**src/rtl/burst_fifo_pkg.sv**
```systemverilog
package burst_fifo_pkg;

  localparam int OFS_DATA    = 8'h00;
  localparam int OFS_QCTL    = 8'h02;
  localparam int OFS_STATUS  = 8'h9C;
  localparam int OFS_TXBURST = 8'hA0;
  localparam int OFS_RXBURST = 8'hA4;
  localparam logic [7:0] CLEAR_CODE = 8'h43;

  localparam int BURST_BYTES = 4;
  localparam int LANE_W      = 3;

  // status word bit positions
  localparam int ST_ACCERR  = 16;
  localparam int ST_NOIRQ   = 20;
  localparam int ST_RDY     = 24;
  localparam int ST_OVR     = 25;
  localparam int ST_PAR     = 26;
  localparam int ST_FRM     = 27;
  localparam int ST_TXEMPTY = 29;

  typedef struct packed {
    logic txByte;
    logic txBurst;
    logic rxByte;
    logic rxBurst;
    logic statRead;
    logic clrFlags;
  } busStrobes_t;

endpackage

```
**src/rtl/burst_byte_queue.sv**
```systemverilog
module burst_byte_queue #(
  parameter int DEPTH       = 16,
  parameter int PUSH_BYTES  = 4,
  parameter int HEAD_BYTES  = 4,
  localparam int PTR_W      = $clog2(DEPTH),
  localparam int CNT_W      = PTR_W + 1
) (
  input  logic                    clk,
  input  logic                    rstN,
  input  logic [2:0]              pushN,
  input  logic [8*PUSH_BYTES-1:0] pushData,
  input  logic [2:0]              popN,
  output logic [8*HEAD_BYTES-1:0] headData,
  output logic [CNT_W-1:0]        count
);

  logic [7:0]       mem [DEPTH];
  logic [PTR_W-1:0] wrPtr;
  logic [PTR_W-1:0] rdPtr;

  always_ff @(posedge clk) begin
    for (int k = 0; k < PUSH_BYTES; k++) begin
      if (3'(k) < pushN) mem[wrPtr + PTR_W'(k)] <= pushData[8*k +: 8];
    end
  end

  always_ff @(posedge clk or negedge rstN) begin
    if (!rstN) begin
      wrPtr <= '0;
      rdPtr <= '0;
      count <= '0;
    end else begin
      wrPtr <= wrPtr + PTR_W'(pushN);
      rdPtr <= rdPtr + PTR_W'(popN);
      count <= count + CNT_W'(pushN) - CNT_W'(popN);
    end
  end

  for (genvar g = 0; g < HEAD_BYTES; g++) begin : g_head
    assign headData[8*g +: 8] = mem[rdPtr + PTR_W'(g)];
  end

  // level never exceeds the depth
  p_level_bound_r5: assert property (@(posedge clk) disable iff (!rstN)
    count <= CNT_W'(DEPTH));
  // a push never asks for more room than is free
  p_push_fits_r6: assert property (@(posedge clk) disable iff (!rstN)
    CNT_W'(pushN) <= CNT_W'(DEPTH) - count);
  // a pop never asks for more bytes than are held
  p_pop_fits_r6: assert property (@(posedge clk) disable iff (!rstN)
    CNT_W'(popN) <= count);

endmodule

```
**src/rtl/burst_port_ctrl.sv**
```systemverilog
module burst_port_ctrl
  import burst_fifo_pkg::*;
#(
  parameter int ADDR_W = 8
) (
  input  logic              regWr,
  input  logic              regRd,
  input  logic [ADDR_W-1:0] regAddr,
  input  logic [7:0]        regWrByte,
  output busStrobes_t       strobes
);

  logic hitData, hitCtl, hitStat, hitTxB, hitRxB;

  always_comb begin
    hitData = (regAddr == ADDR_W'(OFS_DATA));
    hitCtl  = (regAddr == ADDR_W'(OFS_QCTL));
    hitStat = (regAddr == ADDR_W'(OFS_STATUS));
    hitTxB  = (regAddr == ADDR_W'(OFS_TXBURST));
    hitRxB  = (regAddr == ADDR_W'(OFS_RXBURST));

    strobes.txByte   = regWr && hitData;
    strobes.txBurst  = regWr && hitTxB;
    strobes.clrFlags = regWr && hitCtl && (regWrByte == CLEAR_CODE);
    strobes.rxByte   = regRd && hitData;
    strobes.rxBurst  = regRd && hitRxB;
    strobes.statRead = regRd && hitStat;
  end

endmodule

```
**src/rtl/burst_port_datapath.sv**
```systemverilog
module burst_port_datapath
  import burst_fifo_pkg::*;
#(
  parameter int DEPTH = 16,
  localparam int PTR_W = $clog2(DEPTH),
  localparam int CNT_W = PTR_W + 1
) (
  input  logic        clk,
  input  logic        rstN,
  input  busStrobes_t strobes,
  input  logic [31:0] regWrData,
  output logic [31:0] regRdData,
  input  logic        rxValid,
  input  logic [7:0]  rxData,
  input  logic        rxParityErr,
  input  logic        rxFrameErr,
  output logic        txValid,
  output logic [7:0]  txData,
  input  logic        txReady,
  output logic        irqOut
);

  localparam logic [CNT_W-1:0] FULL  = CNT_W'(DEPTH);
  localparam logic [CNT_W-1:0] BURST = CNT_W'(BURST_BYTES);

  logic [CNT_W-1:0] rxCount, txCount, txFree;
  logic [31:0]      rxHead;
  logic [7:0]       txHead;
  logic [2:0]       rxPopN, rxPushN, txPushN, txPopN;
  logic             rxAccept, shortAccess, pending;
  logic             overrun, parityFlag, frameFlag, accessErr;
  logic [31:0]      statusWord, popWord;

  burst_byte_queue #(.DEPTH(DEPTH), .PUSH_BYTES(1), .HEAD_BYTES(BURST_BYTES)) rxQ (
    .clk(clk), .rstN(rstN), .pushN(rxPushN), .pushData(rxData),
    .popN(rxPopN), .headData(rxHead), .count(rxCount));

  burst_byte_queue #(.DEPTH(DEPTH), .PUSH_BYTES(BURST_BYTES), .HEAD_BYTES(1)) txQ (
    .clk(clk), .rstN(rstN), .pushN(txPushN), .pushData(regWrData),
    .popN(txPopN), .headData(txHead), .count(txCount));

  always_comb begin
    txFree   = FULL - txCount;
    rxAccept = rxValid && (rxCount != FULL);
    rxPushN  = rxAccept ? 3'd1 : 3'd0;
    txPopN   = (txReady && txCount != '0) ? 3'd1 : 3'd0;

    rxPopN = 3'd0;
    if (strobes.rxByte)
      rxPopN = (rxCount != '0) ? 3'd1 : 3'd0;
    else if (strobes.rxBurst)
      rxPopN = (rxCount >= BURST) ? 3'(BURST_BYTES) : 3'(rxCount);

    txPushN = 3'd0;
    if (strobes.txByte)
      txPushN = (txFree != '0) ? 3'd1 : 3'd0;
    else if (strobes.txBurst)
      txPushN = (txFree >= BURST) ? 3'(BURST_BYTES) : 3'(txFree);

    shortAccess = (strobes.rxByte  && rxCount == '0)
               || (strobes.rxBurst && rxCount <  BURST)
               || (strobes.txByte  && txFree  == '0)
               || (strobes.txBurst && txFree  <  BURST);
  end

  // lanes beyond the moved byte count read as zero
  for (genvar g = 0; g < BURST_BYTES; g++) begin : g_lane
    assign popWord[8*g +: 8] = (3'(g) < rxPopN) ? rxHead[8*g +: 8] : 8'h00;
  end

  always_ff @(posedge clk or negedge rstN) begin
    if (!rstN) begin
      overrun    <= 1'b0;
      parityFlag <= 1'b0;
      frameFlag  <= 1'b0;
      accessErr  <= 1'b0;
    end else begin
      overrun    <= (rxValid && !rxAccept) || (overrun && !strobes.clrFlags);
      accessErr  <= shortAccess || (accessErr && !strobes.clrFlags);
      parityFlag <= (rxAccept && rxParityErr) || (parityFlag && !strobes.statRead);
      frameFlag  <= (rxAccept && rxFrameErr)  || (frameFlag  && !strobes.statRead);
    end
  end

  always_comb begin
    pending                = (rxCount != '0) || overrun || parityFlag || frameFlag;
    statusWord             = '0;
    statusWord[7:0]        = 8'(rxCount);
    statusWord[15:8]       = 8'(txFree);
    statusWord[ST_ACCERR]  = accessErr;
    statusWord[ST_NOIRQ]   = !pending;
    statusWord[ST_RDY]     = (rxCount != '0);
    statusWord[ST_OVR]     = overrun;
    statusWord[ST_PAR]     = parityFlag;
    statusWord[ST_FRM]     = frameFlag;
    statusWord[ST_TXEMPTY] = (txCount == '0);

    if (strobes.rxByte || strobes.rxBurst) regRdData = popWord;
    else if (strobes.statRead)             regRdData = statusWord;
    else                                   regRdData = '0;
  end

  assign txValid = (txCount != '0);
  assign txData  = txHead;
  assign irqOut  = pending;

  // overrun holds until the clear code is written
  p_overrun_sticky_r7: assert property (@(posedge clk) disable iff (!rstN)
    overrun && !strobes.clrFlags |=> overrun);
  // a byte arriving at a full receive queue raises overrun
  p_overrun_set_r7: assert property (@(posedge clk) disable iff (!rstN)
    rxValid && rxCount == FULL |=> overrun);
  // a short access leaves the access-error flag set
  p_short_flag_r6: assert property (@(posedge clk) disable iff (!rstN)
    shortAccess |=> accessErr);
  // queued receive data always requests an interrupt
  p_irq_data_r9: assert property (@(posedge clk) disable iff (!rstN)
    rxCount != '0 |-> irqOut);

endmodule

```
**src/rtl/burst_fifo_port.sv**
```systemverilog
module burst_fifo_port
  import burst_fifo_pkg::*;
#(
  parameter int DEPTH  = 16,
  parameter int ADDR_W = 8
) (
  input  logic              clk,
  input  logic              rstN,
  input  logic              regWr,
  input  logic              regRd,
  input  logic [ADDR_W-1:0] regAddr,
  input  logic [31:0]       regWrData,
  output logic [31:0]       regRdData,
  input  logic              rxValid,
  input  logic [7:0]        rxData,
  input  logic              rxParityErr,
  input  logic              rxFrameErr,
  output logic              txValid,
  output logic [7:0]        txData,
  input  logic              txReady,
  output logic              irqOut
);

  busStrobes_t strobes;

  burst_port_ctrl #(.ADDR_W(ADDR_W)) ctrl (
    .regWr(regWr), .regRd(regRd), .regAddr(regAddr),
    .regWrByte(regWrData[7:0]), .strobes(strobes));

  burst_port_datapath #(.DEPTH(DEPTH)) dpath (
    .clk(clk), .rstN(rstN), .strobes(strobes),
    .regWrData(regWrData), .regRdData(regRdData),
    .rxValid(rxValid), .rxData(rxData),
    .rxParityErr(rxParityErr), .rxFrameErr(rxFrameErr),
    .txValid(txValid), .txData(txData), .txReady(txReady),
    .irqOut(irqOut));

endmodule

```
**config.mk**
```make
export PLATFORM = sky130hd
export DESIGN_NAME = burst_fifo_port
export DESIGN_NICKNAME = d
export VERILOG_FILES = /design/src/rtl/burst_fifo_pkg.sv /design/src/rtl/burst_byte_queue.sv /design/src/rtl/burst_port_ctrl.sv /design/src/rtl/burst_port_datapath.sv /design/src/rtl/burst_fifo_port.sv
export SDC_FILE = /design/constraint.sdc
export NUM_CORES = 1
export LEC_CHECK = 0
export BUFFER_PORTS_ARGS = -buffer_cell sky130_fd_sc_hd__buf_4
export CORE_MARGIN = 3
export CORE_UTILIZATION = 50
export DETAILED_ROUTE_END_ITERATION = 6
export GPL_TIMING_DRIVEN = 1
export PLACE_DENSITY = 0.69
export SYNTH_ARGS = -nofsm -noshare
export SYNTH_HDL_FRONTEND = slang
export SYNTH_SLANG_ARGS = --single-unit
export TNS_END_PERCENT = 20
```
**constraint.sdc**
```tcl
create_clock -name clk -period 9.3 [get_ports clk]
set_clock_uncertainty 0.1 [all_clocks]
set_input_delay 1.395 -clock clk [delete_from_list [all_inputs] [get_ports clk]]
set_output_delay 1.395 -clock clk [all_outputs]
set_load 0.02 [all_outputs]
```
# ---- After elaboration in Yosys (flattened, before gate mapping)
# Memories as Yosys holds them, arrays and structs flattened.
# Index checks and enable logic that the tools add are counted.
dict set report op_classes {
  n_mux 26
  reduce_logical 42
  addsub 15
  n_eq_ne 6
  order_cmp 13
}
# operator n
set ops {}
lappend ops {{32-bit two-way mux} 1}
lappend ops {{8-bit two-way mux} 4}
lappend ops {{30-bit two-way mux} 1}
lappend ops {{8-bit == test, second input constant} 3}
lappend ops {{1-bit logical AND} 20}
lappend ops {{3-bit two-way mux} 6}
lappend ops {{4-bit by 2-bit adder with 4-bit output, second input constant} 4}
lappend ops {{4-bit by 3-bit adder with 4-bit output} 4}
lappend ops {{5-bit zero test} 3}
lappend ops {{5-bit nonzero test} 3}
lappend ops {{1-bit two-way mux} 14}
lappend ops {{1-bit by 3-bit less-than comparator with 1-bit output, first input constant} 4}
lappend ops {{2-bit by 3-bit less-than comparator with 1-bit output, first input constant} 4}
lappend ops {{1-bit logical OR} 11}
lappend ops {{5-bit by 3-bit adder with 5-bit output} 2}
lappend ops {{5-bit by 3-bit >= comparator with 1-bit output, second input constant} 2}
lappend ops {{5-bit by 3-bit less-than comparator with 1-bit output, second input constant} 2}
lappend ops {{5-bit by 3-bit subtractor with 5-bit output} 2}
lappend ops {{4-bit by 1-bit adder with 4-bit output, second input constant} 2}
lappend ops {{8-bit by 2-bit == test with 1-bit output, second input constant} 1}
lappend ops {{8-bit by 7-bit == test with 1-bit output, second input constant} 1}
lappend ops {{8-bit zero test} 1}
lappend ops {{5-bit != test, second input constant} 1}
lappend ops {{5-bit subtractor, first input constant} 1}
lappend ops {{2 further kinds} 5}
dict set report totals {
  elab_cells 114
  ramBits 256
  ff_bits 30
  mem_count 2
}
# memory depth width read_ports rd_ports_with_merged_regs wr line_no
set memory_table {}
lappend memory_table {dpath.rxQ.mem 16 8 4 0 1 burst_byte_queue.sv:17} ;# logic [7:0] mem [DEPTH];
lappend memory_table {dpath.txQ.mem 16 8 1 0 4 burst_byte_queue.sv:17}

# ---- Logic depth before layout (Yosys ltp)
# Gate-level depths: netlist (run 1).
dict set report depth {
  depth_word 8
  depth_mapped 21
}

# ---- By module
# From an unflattened synthesis (run 1), not the netlist that was laid out.
dict set report hier_totals {
  cells_unflattened 1799
  area_unflattened_um2 20322.0
}
# module seq_area_each_um2 cells_per_inst area_each_um2 n_inst
set by_module_without_submodules {}
lappend by_module_without_submodules {{burst_byte_queue (dpath.txQ)} 4169.0 1100 10562.6 1}
lappend by_module_without_submodules {{burst_byte_queue (dpath.rxQ)} 4169.0 587 8934.8 1}
lappend by_module_without_submodules {burst_port_datapath 100.1 93 703.2 1}
lappend by_module_without_submodules {burst_port_ctrl 0.0 19 121.4 1}

# ---- Worst setup path before layout (run 1)
# Ideal clock, no wire load.
dict set report synth_timing {
  path_kind {reg-to-output}
  startpoint {register dpath.rxQ.rdPtr[0]}
  endpoint {output port regRdData[30]}
  t_arrival_ns 3.387
  t_required_ns 7.805
  stages_incl_launch_ff 13
  setup_slack_ns 4.418
  path_buffers 6
  cell_sequence {dfrtp_1 -> buf_2 -> buf_4 -> buf_2 -> buf_2 -> inv_2 -> ha_1 -> clkbuf_1 -> clkbuf_1 -> mux4_2 -> nor2b_1 -> a211oi_1 -> a211oi_1}
}
dict set report synth_between {
  elab_chain_cells 4
}
# element line_no
set synth_rtl {}
lappend synth_rtl {{start: declaration} burst_byte_queue.sv:19} ;# logic [PTR_W-1:0] rdPtr;
lappend synth_rtl {{start signal: assignment} burst_byte_queue.sv:34} ;# rdPtr <= rdPtr + PTR_W'(popN);
lappend synth_rtl {{4-bit by 2-bit adder with 4-bit output} burst_byte_queue.sv:40} ;# assign headData[8*g +: 8] = mem[rdPtr + PTR_W'(g)];
lappend synth_rtl {{memory read 16 x 8 bit} -}
lappend synth_rtl {{8-bit two-way mux} burst_port_datapath.sv:68} ;# assign popWord[8*g +: 8] = (3'(g) < rxPopN) ? rxHead[8*g +: 8] : 8'h00;
lappend synth_rtl {{32-bit two-way mux} burst_port_datapath.sv:98} ;# if (strobes.rxByte || strobes.rxBurst) regRdData = popWord;
lappend synth_rtl {{end: declaration} burst_fifo_port.sv:13} ;# output logic [31:0] regRdData,
# No other way between the ends.

# ---- Final worst setup path (run 1)
dict set report layout_timing {
  startpoint {register dpath.rxQ.rdPtr[0]}
  endpoint {output port regRdData[12]}
}
dict set report layout_between {
  elab_chain_cells 4
}
# element line_no
set layout_rtl {}
lappend layout_rtl {{4-bit by 1-bit adder with 4-bit output} burst_byte_queue.sv:40}
lappend layout_rtl {{memory read 16 x 8 bit} -}
lappend layout_rtl {{8-bit two-way mux} burst_port_datapath.sv:68}
lappend layout_rtl {{32-bit two-way mux} burst_port_datapath.sv:98}
# No other way between the ends.

==> flow_metrics.py, run 1 <==
metrics = {
    "timing": {
        "timing.fmax_mhz": 163,
        "worstMarginPinSlew_ns": 1.33,
        "final_hold_viol_count": 0,
        "period_needed_ns": 6.14,
        "finalMaxSlewViolations": 0,
        "finalSetupTns_ns": 0,
        "rsz0062_at_grt": "no",
        "setup_viol": 0,
        "slew_headroom_pct": 11.0,
        "worst_slack_ns": 3.16,
        "period_share_pct": 66.0,
    },
    "cells_and_area": {
        "multi_input_area_um2": 10900,
        "final_cell_area_um2": 22500,
        "nNetsFinal": 1805,
        "nFillCells": 3247,
        "area_growth_pct": 11.1,
        "seq_area_um2": 8450,
        "layout_commonest_cell": "edfxtp_1",
        "drive_above_1_share_pct": 24.2,
        "final_cell_mix": "edfxtp_1 (256), mux4_2 (160), buf_4 (142)",
    },
    "grt": {
        "grt_pass1_wl_um": 102000,
        "grt_pass1_vias": 15880,
        "grt_max_degree": 63,
        "grtUsageTotal_pct": 30.9,
        "antenna_found_initial": 1,
        "grt_overflow": 0,
    },
    "synthesis": {
        "synth_edf_count": 256,
        "ys_ff_latch": 286,
        "synth_nets": 1792,
        "syn_inst": 1698,
        "netlist_area_um2": 20200,
        "synth.distinct_cells": 80,
        "async_flop_share_pct": 10.5,
        "yosys_most_used_dff": "edfxtp_1",
        "avgSynthCellArea_um2": 11.9,
        "yosysSeqAreaShare_pct": 41.7,
        "synth_warnings": 0,
    },
    "placement": {
        "gp_congestion": 0.979,
        "portBuffers": 97,
        "pre_cts_slack_ns": 3.85,
        "dp_hpwl_um": 45300,
        "place_area_um2": 21300,
    },
    "routing": {
        "drt_iter0_markers": 2212,
        "wirelength_um": 68100,
        "viasPerCell": 7.26,
        "post_drt_wl_per_cell_um": 30.1,
        "drc": 0,
        "vias": 16444,
        "antenna_left": 0,
        "firstDrtPassIters": 6,
    },
    "die": {
        "core-area_um2": 39800,
        "start_util_pct": 50.8,
        "die_x_um": 207,
        "die_h_um": 207,
        "rows": 73,
        "dieArea_um2": 42900,
        "io_pins": 98,
    },
    "critical_path": {
        "cpPeakStageDelay_ns": 1.06,
        "crit_type": "flop to output port",
        "crit_chain": "inv_2 > ha_1 > buf_4 > inv_1 > or4_1 > o21ai_0 > buf_4",
        "cp_max_fo": 62,
        "critPathArrivalTime_ns": 4.64,
        "crit_required_ns": 7.81,
        "cp_common_cell": "buf_4",
        "worstSetupStartpointType": "flop",
        "cp_slowest_cell": "dfrtp_4",
        "rrSetupSlack_ns": 4.36,
        "crit_path_end_kind": "output port",
    },
    "job": {
        "maxCapViolations": 0,
    },
    "run_status": {
        "status": "finished, final reports clean",
    },
    "cts": {
        "clock_sinks": 286,
        "htree_levels": 2,
        "clk_root_buffer_cell": "clkbuf_16",
        "cts_tree": "built",
        "cts_buffers": 36,
        "post-cts-setup-buffers": 0,
        "clk_latency_ns": 0.56,
        "cts_buffer_depth": 3,
        "clk_pin_slew_ns": 0.05,
        "cts_hold_buf": 0,
        "cts_resized": 0,
    },
    "hold_path": {
        "hp-class": "flop to flop",
    },
    "power": {
        "pwr_density_cell_nw_per_um2": 218,
        "power_leakage_nw": 8.09,
        "ir_worst_vdd_uv": 159,
    },
}
## power breakdown
group          internal, W  leakage (nW)  switching (W)
clock network     0.000870         0.582       0.000573
logic             0.000674          4.85        0.00109
registers          0.00151          2.66       0.000177
total              0.00306          8.09        0.00184
## state kept, by name (all words and copies together), names as in the netlist
register,count
dpath.txQ.wrPtr,4
dpath.overrun,1
dpath.rxQ.rdPtr,4
dpath.rxQ.wrPtr,4
dpath.parityFlag,1
dpath.txQ.count,5
dpath.txQ.rdPtr,4
dpath.txQ.mem,128
dpath.accessErr,1
dpath.rxQ.mem,128
dpath.rxQ.count,5
dpath.frameFlag,1
## worst max-delay path: cells and delay by family (launching register included)
kind | cells | cell delay (ns)
compound gates | 1 | 0.60
fa+ha+maj | 1 | 0.40
buf+inv | 4 | 1.11
flops | 1 | 1.06
simple gates | 1 | 0.83
## synthesized netlist by cell type (33+ instances only)
cell,number,area share (%)
mux2i_1,140,6.9
a21oi_1,106,2.6
edfxtp_1,256,38
o21ai_0,129,3.2
clkbuf_1,87,1.6
mux4_2,160,18
o22ai_1,96,3.0
buf_2,33,0.82
a211oi_1,77,2.9
inv_1,43,0.80
ha_1,34,2.1
nand2_1,133,2.5
## metrics by stage
step / utilization [%] / hold slack, ns / power (W) / std cells
global route: 56.4 / 0.458 / 0.00508 / 2264
detailed placement: 53.4 / 0.409 / 0.00344 / 2198
global placement: 53.4 / 0.407 / 0.00341 / 2198
CTS: 56.4 / 0.421 / 0.00488 / 2264
finish: 56.4 / 0.424 / 0.00490 / 2265
floorplan: - / 0.364 / 0.00290 / 1698
## path summary, 6_finish.rpt
check	end	cells after the start	start
worst max register to register	dpath.txQ.mem[8][6]	10	dpath.txQ.count[0]
worst min-delay path	dpath.accessErr	2	dpath.accessErr
worst max-delay path	regRdData[12]	7	dpath.rxQ.rdPtr[0]
min in group asynchronous	dpath.txQ.rdPtr[3]	1	rstN
worst min register to register	dpath.accessErr	2	dpath.accessErr
max in group asynchronous	dpath.rxQ.rdPtr[1]	1	rstN
## metal layers
layer / GRT usage [%] / up-vias / share of wire [%]
li1: - / 6875 / -
met1: 39.7 / 7931 / 35
met2: 49.0 / 1338 / 46
met3: 7.22 / 300 / 13
met4: 16.7 / 0 / 6.3
met5: 0 / - / 0
## cell families after synthesis
family,Yosys count,share of synthesized area (%)
buffers and inverters,211,4.52
AO/OA/AOI/OAI,525,17.2
XOR/XNOR,29,1.26
adder cells (fa/ha/maj),38,2.50
flip-flops,286,41.7
AND/OR/NAND/NOR,300,7.54
multiplexers,309,25.2
## area by class of cell
cell class | instances | share of cell area, %
diodes | 1 | 0.0111
clock buffers | 48 | 4.44
clock inverters | 18 | 0.930
inverters | 44 | 0.735
multi-input cells | 1201 | 48.6
flip-flops and latches | 286 | 37.6
well taps | 525 | 2.92
repair buffers | 142 | 4.74
No activity file was read; power rests on OpenSTA's default activity.
==> run 2: changes to the inputs <==
Settings changed: PLACE_DENSITY 0.69 to 0.72.
Clock period 9.3 ns to 5.3 ns, I/O delays scaled along.
==> run 2 against run 1 <==
  * Core utilization down 0.072 points
  * Sequential power up 76%
  * Critical path depth unchanged
  * Register-to-register slack worse by 3.2 ns
  * Non-clock buffer count up 7
  * Die area unchanged
  * Wire length down 4.0%
  * Cell count about the same
  * Via count down 0.86%
  * Count of clock-buffer cells in the layout down 9
  * Worst setup slack worse by 2.7 ns
  * Largest power group unchanged
==> flow_metrics.py, run 2 (synthesized netlist as in run 1, its figures left out) <==
metrics = {
    "cts": {
        "clock_sinks": 286,
        "htree_levels": 2,
        "clk_latency_ns": 0.53,
        "cts_tree": "built",
        "cts_buffers": 34,
        "clk_pin_slew_ns": 0.06,
        "clk_root_buffer_cell": "clkbuf_16",
        "cts_buffer_depth": 3,
        "cts_resized": 0,
        "cts_hold_buf": 0,
        "post-cts-setup-buffers": 0,
    },
    "die": {
        "core-area_um2": 39800,
        "dieArea_um2": 42900,
        "die_h_um": 207,
        "rows": 73,
        "die_x_um": 207,
        "io_pins": 98,
        "start_util_pct": 50.8,
    },
    "job": {
        "maxCapViolations": 0,
    },
    "grt": {
        "grtUsageTotal_pct": 29.7,
        "antenna_found_initial": 1,
        "grt_overflow": 0,
        "grt_max_degree": 65,
        "grt_pass1_wl_um": 98500,
        "grt_pass1_vias": 15722,
    },
    "critical_path": {
        "crit_required_ns": 4.41,
        "worstSetupStartpointType": "primary input",
        "rrSetupSlack_ns": 1.14,
        "cp_max_fo": 8,
        "cp_slowest_cell": "a21boi_1",
        "critPathArrivalTime_ns": 3.92,
        "crit_type": "primary input to output port",
        "crit_path_end_kind": "output port",
        "path_buf_inv": 2,
        "cpPeakStageDelay_ns": 1.02,
        "cp_top_family": "compound AO/OA/AOI/OAI gates",
        "rr_startpoint": "dpath.txQ.count[0]",
        "crit_path_start": "regAddr[4]",
        "crit_chain": "buf_4 > or4_1 > nor3_1 > o21ai_0 > a21boi_1 > o21ai_0 > buf_4",
    },
    "timing": {
        "finalMaxSlewViolations": 0,
        "whs_ns": 0.130,
        "finalSetupTns_ns": 0,
        "period_share_pct": 90.8,
        "slew_headroom_pct": 10.2,
        "timing.fmax_mhz": 208,
        "period_needed_ns": 4.81,
        "setup_viol": 0,
        "rsz0062_at_grt": "no",
        "worstMarginPinSlew_ns": 1.34,
        "final_hold_viol_count": 0,
    },
    "power": {
        "cellInternalPower_w": 0.00528,
        "clock_power_share_pct": 28.6,
        "ir_worst_vdd_uv": 298,
        "power_leakage_nw": 8.10,
        "comb_power_share_pct": 36.2,
        "pwr_density_cell_nw_per_um2": 377,
        "power_switching_w": 0.00317,
        "p_sw_share_pct": 37.5,
        "power_frac_seq_pct": 35.2,
    },
    "routing": {
        "firstDrtPassIters": 6,
        "drt_iter0_markers": 2160,
        "drc": 0,
        "antenna_left": 0,
        "post_drt_wl_per_cell_um": 28.8,
        "wl_met1_um": 22600,
        "top_layer_used": "met4",
        "wirelength_um": 65400,
        "dr_wl_met3_um": 8200,
        "vias": 16303,
        "viasPerCell": 7.19,
        "wl_met2_um": 30700,
    },
    "hold_path": {
        "hp-class": "primary input to async pin",
    },
    "cells_and_area": {
        "reg_top3": "dpath.rxQ.mem (128), dpath.txQ.mem (128)",
        "nFillCells": 3266,
        "final_cell_mix": "edfxtp_1 (256), mux4_2 (160), buf_4 (149)",
        "drive_above_1_share_pct": 24.2,
        "fin_util_pct": 56.4,
        "layout_commonest_cell": "edfxtp_1",
        "area_growth_pct": 11.0,
        "final_cell_area_um2": 22400,
        "nNetsFinal": 1810,
    },
    "placement": {
        "dp_hpwl_um": 45000,
        "place_area_um2": 21300,
        "gp_congestion": 0.973,
        "portBuffers": 97,
    },
    "run_status": {
        "status": "finished, final reports clean",
    },
}
-- run 2: path summary, 6_finish.rpt --
path	endpoint	cells past startpoint
setup / recovery	regRdData[1]	7
setup reg to reg	dpath.txQ.mem[8][6]	9
hold reg to reg	dpath.accessErr	2
max in group asynchronous	dpath.rxQ.rdPtr[0]	1
hold / removal	dpath.txQ.rdPtr[1]	1
min in group clk	dpath.parityFlag	2
-- run 2: per-layer routing --
metal / vias to the layer above / global-route usage [%]
met3: 263 / 6.21
met2: 1284 / 47.9
met1: 7883 / 38.3
met5: - / 0
li1: 6873 / -
met4: 0 / 14.9
-- run 2: per-stage QoR --
stage                     power [W]  cells  worst slack (ns)
after floorplan             0.00509   1698              1.02
after global placement      0.00593   2205             0.707
after detailed placement    0.00601   2205             0.640
after CTS                   0.00841   2266             0.526
after global routing        0.00880   2266             0.365
final                       0.00846   2267             0.489
-- run 2: area by class of cell --
cell class	count	area [µm²]	share of cell area (%)
clock inverter	22	265	1.18
tap	525	657	2.93
timing repair buffer	149	1120	4.98
multi-input combinational	1201	10900	48.7
sequential	286	8450	37.6
inverter	44	165	0.736
antenna	1	2.50	0.0111
clock buffer	39	870	3.87
-- run 2: power groups by stage --
stage | registers, W | logic [W] | clock network (W)
2_1_floorplan | 0.00280 | 0.00229 | 0
3_3_place_gp | 0.00299 | 0.00294 | 0
3_5_place_dp | 0.00301 | 0.00300 | 0
4_1_cts | 0.00297 | 0.00301 | 0.00243
5_1_grt | 0.00300 | 0.00327 | 0.00253
6_report | 0.00298 | 0.00306 | 0.00242
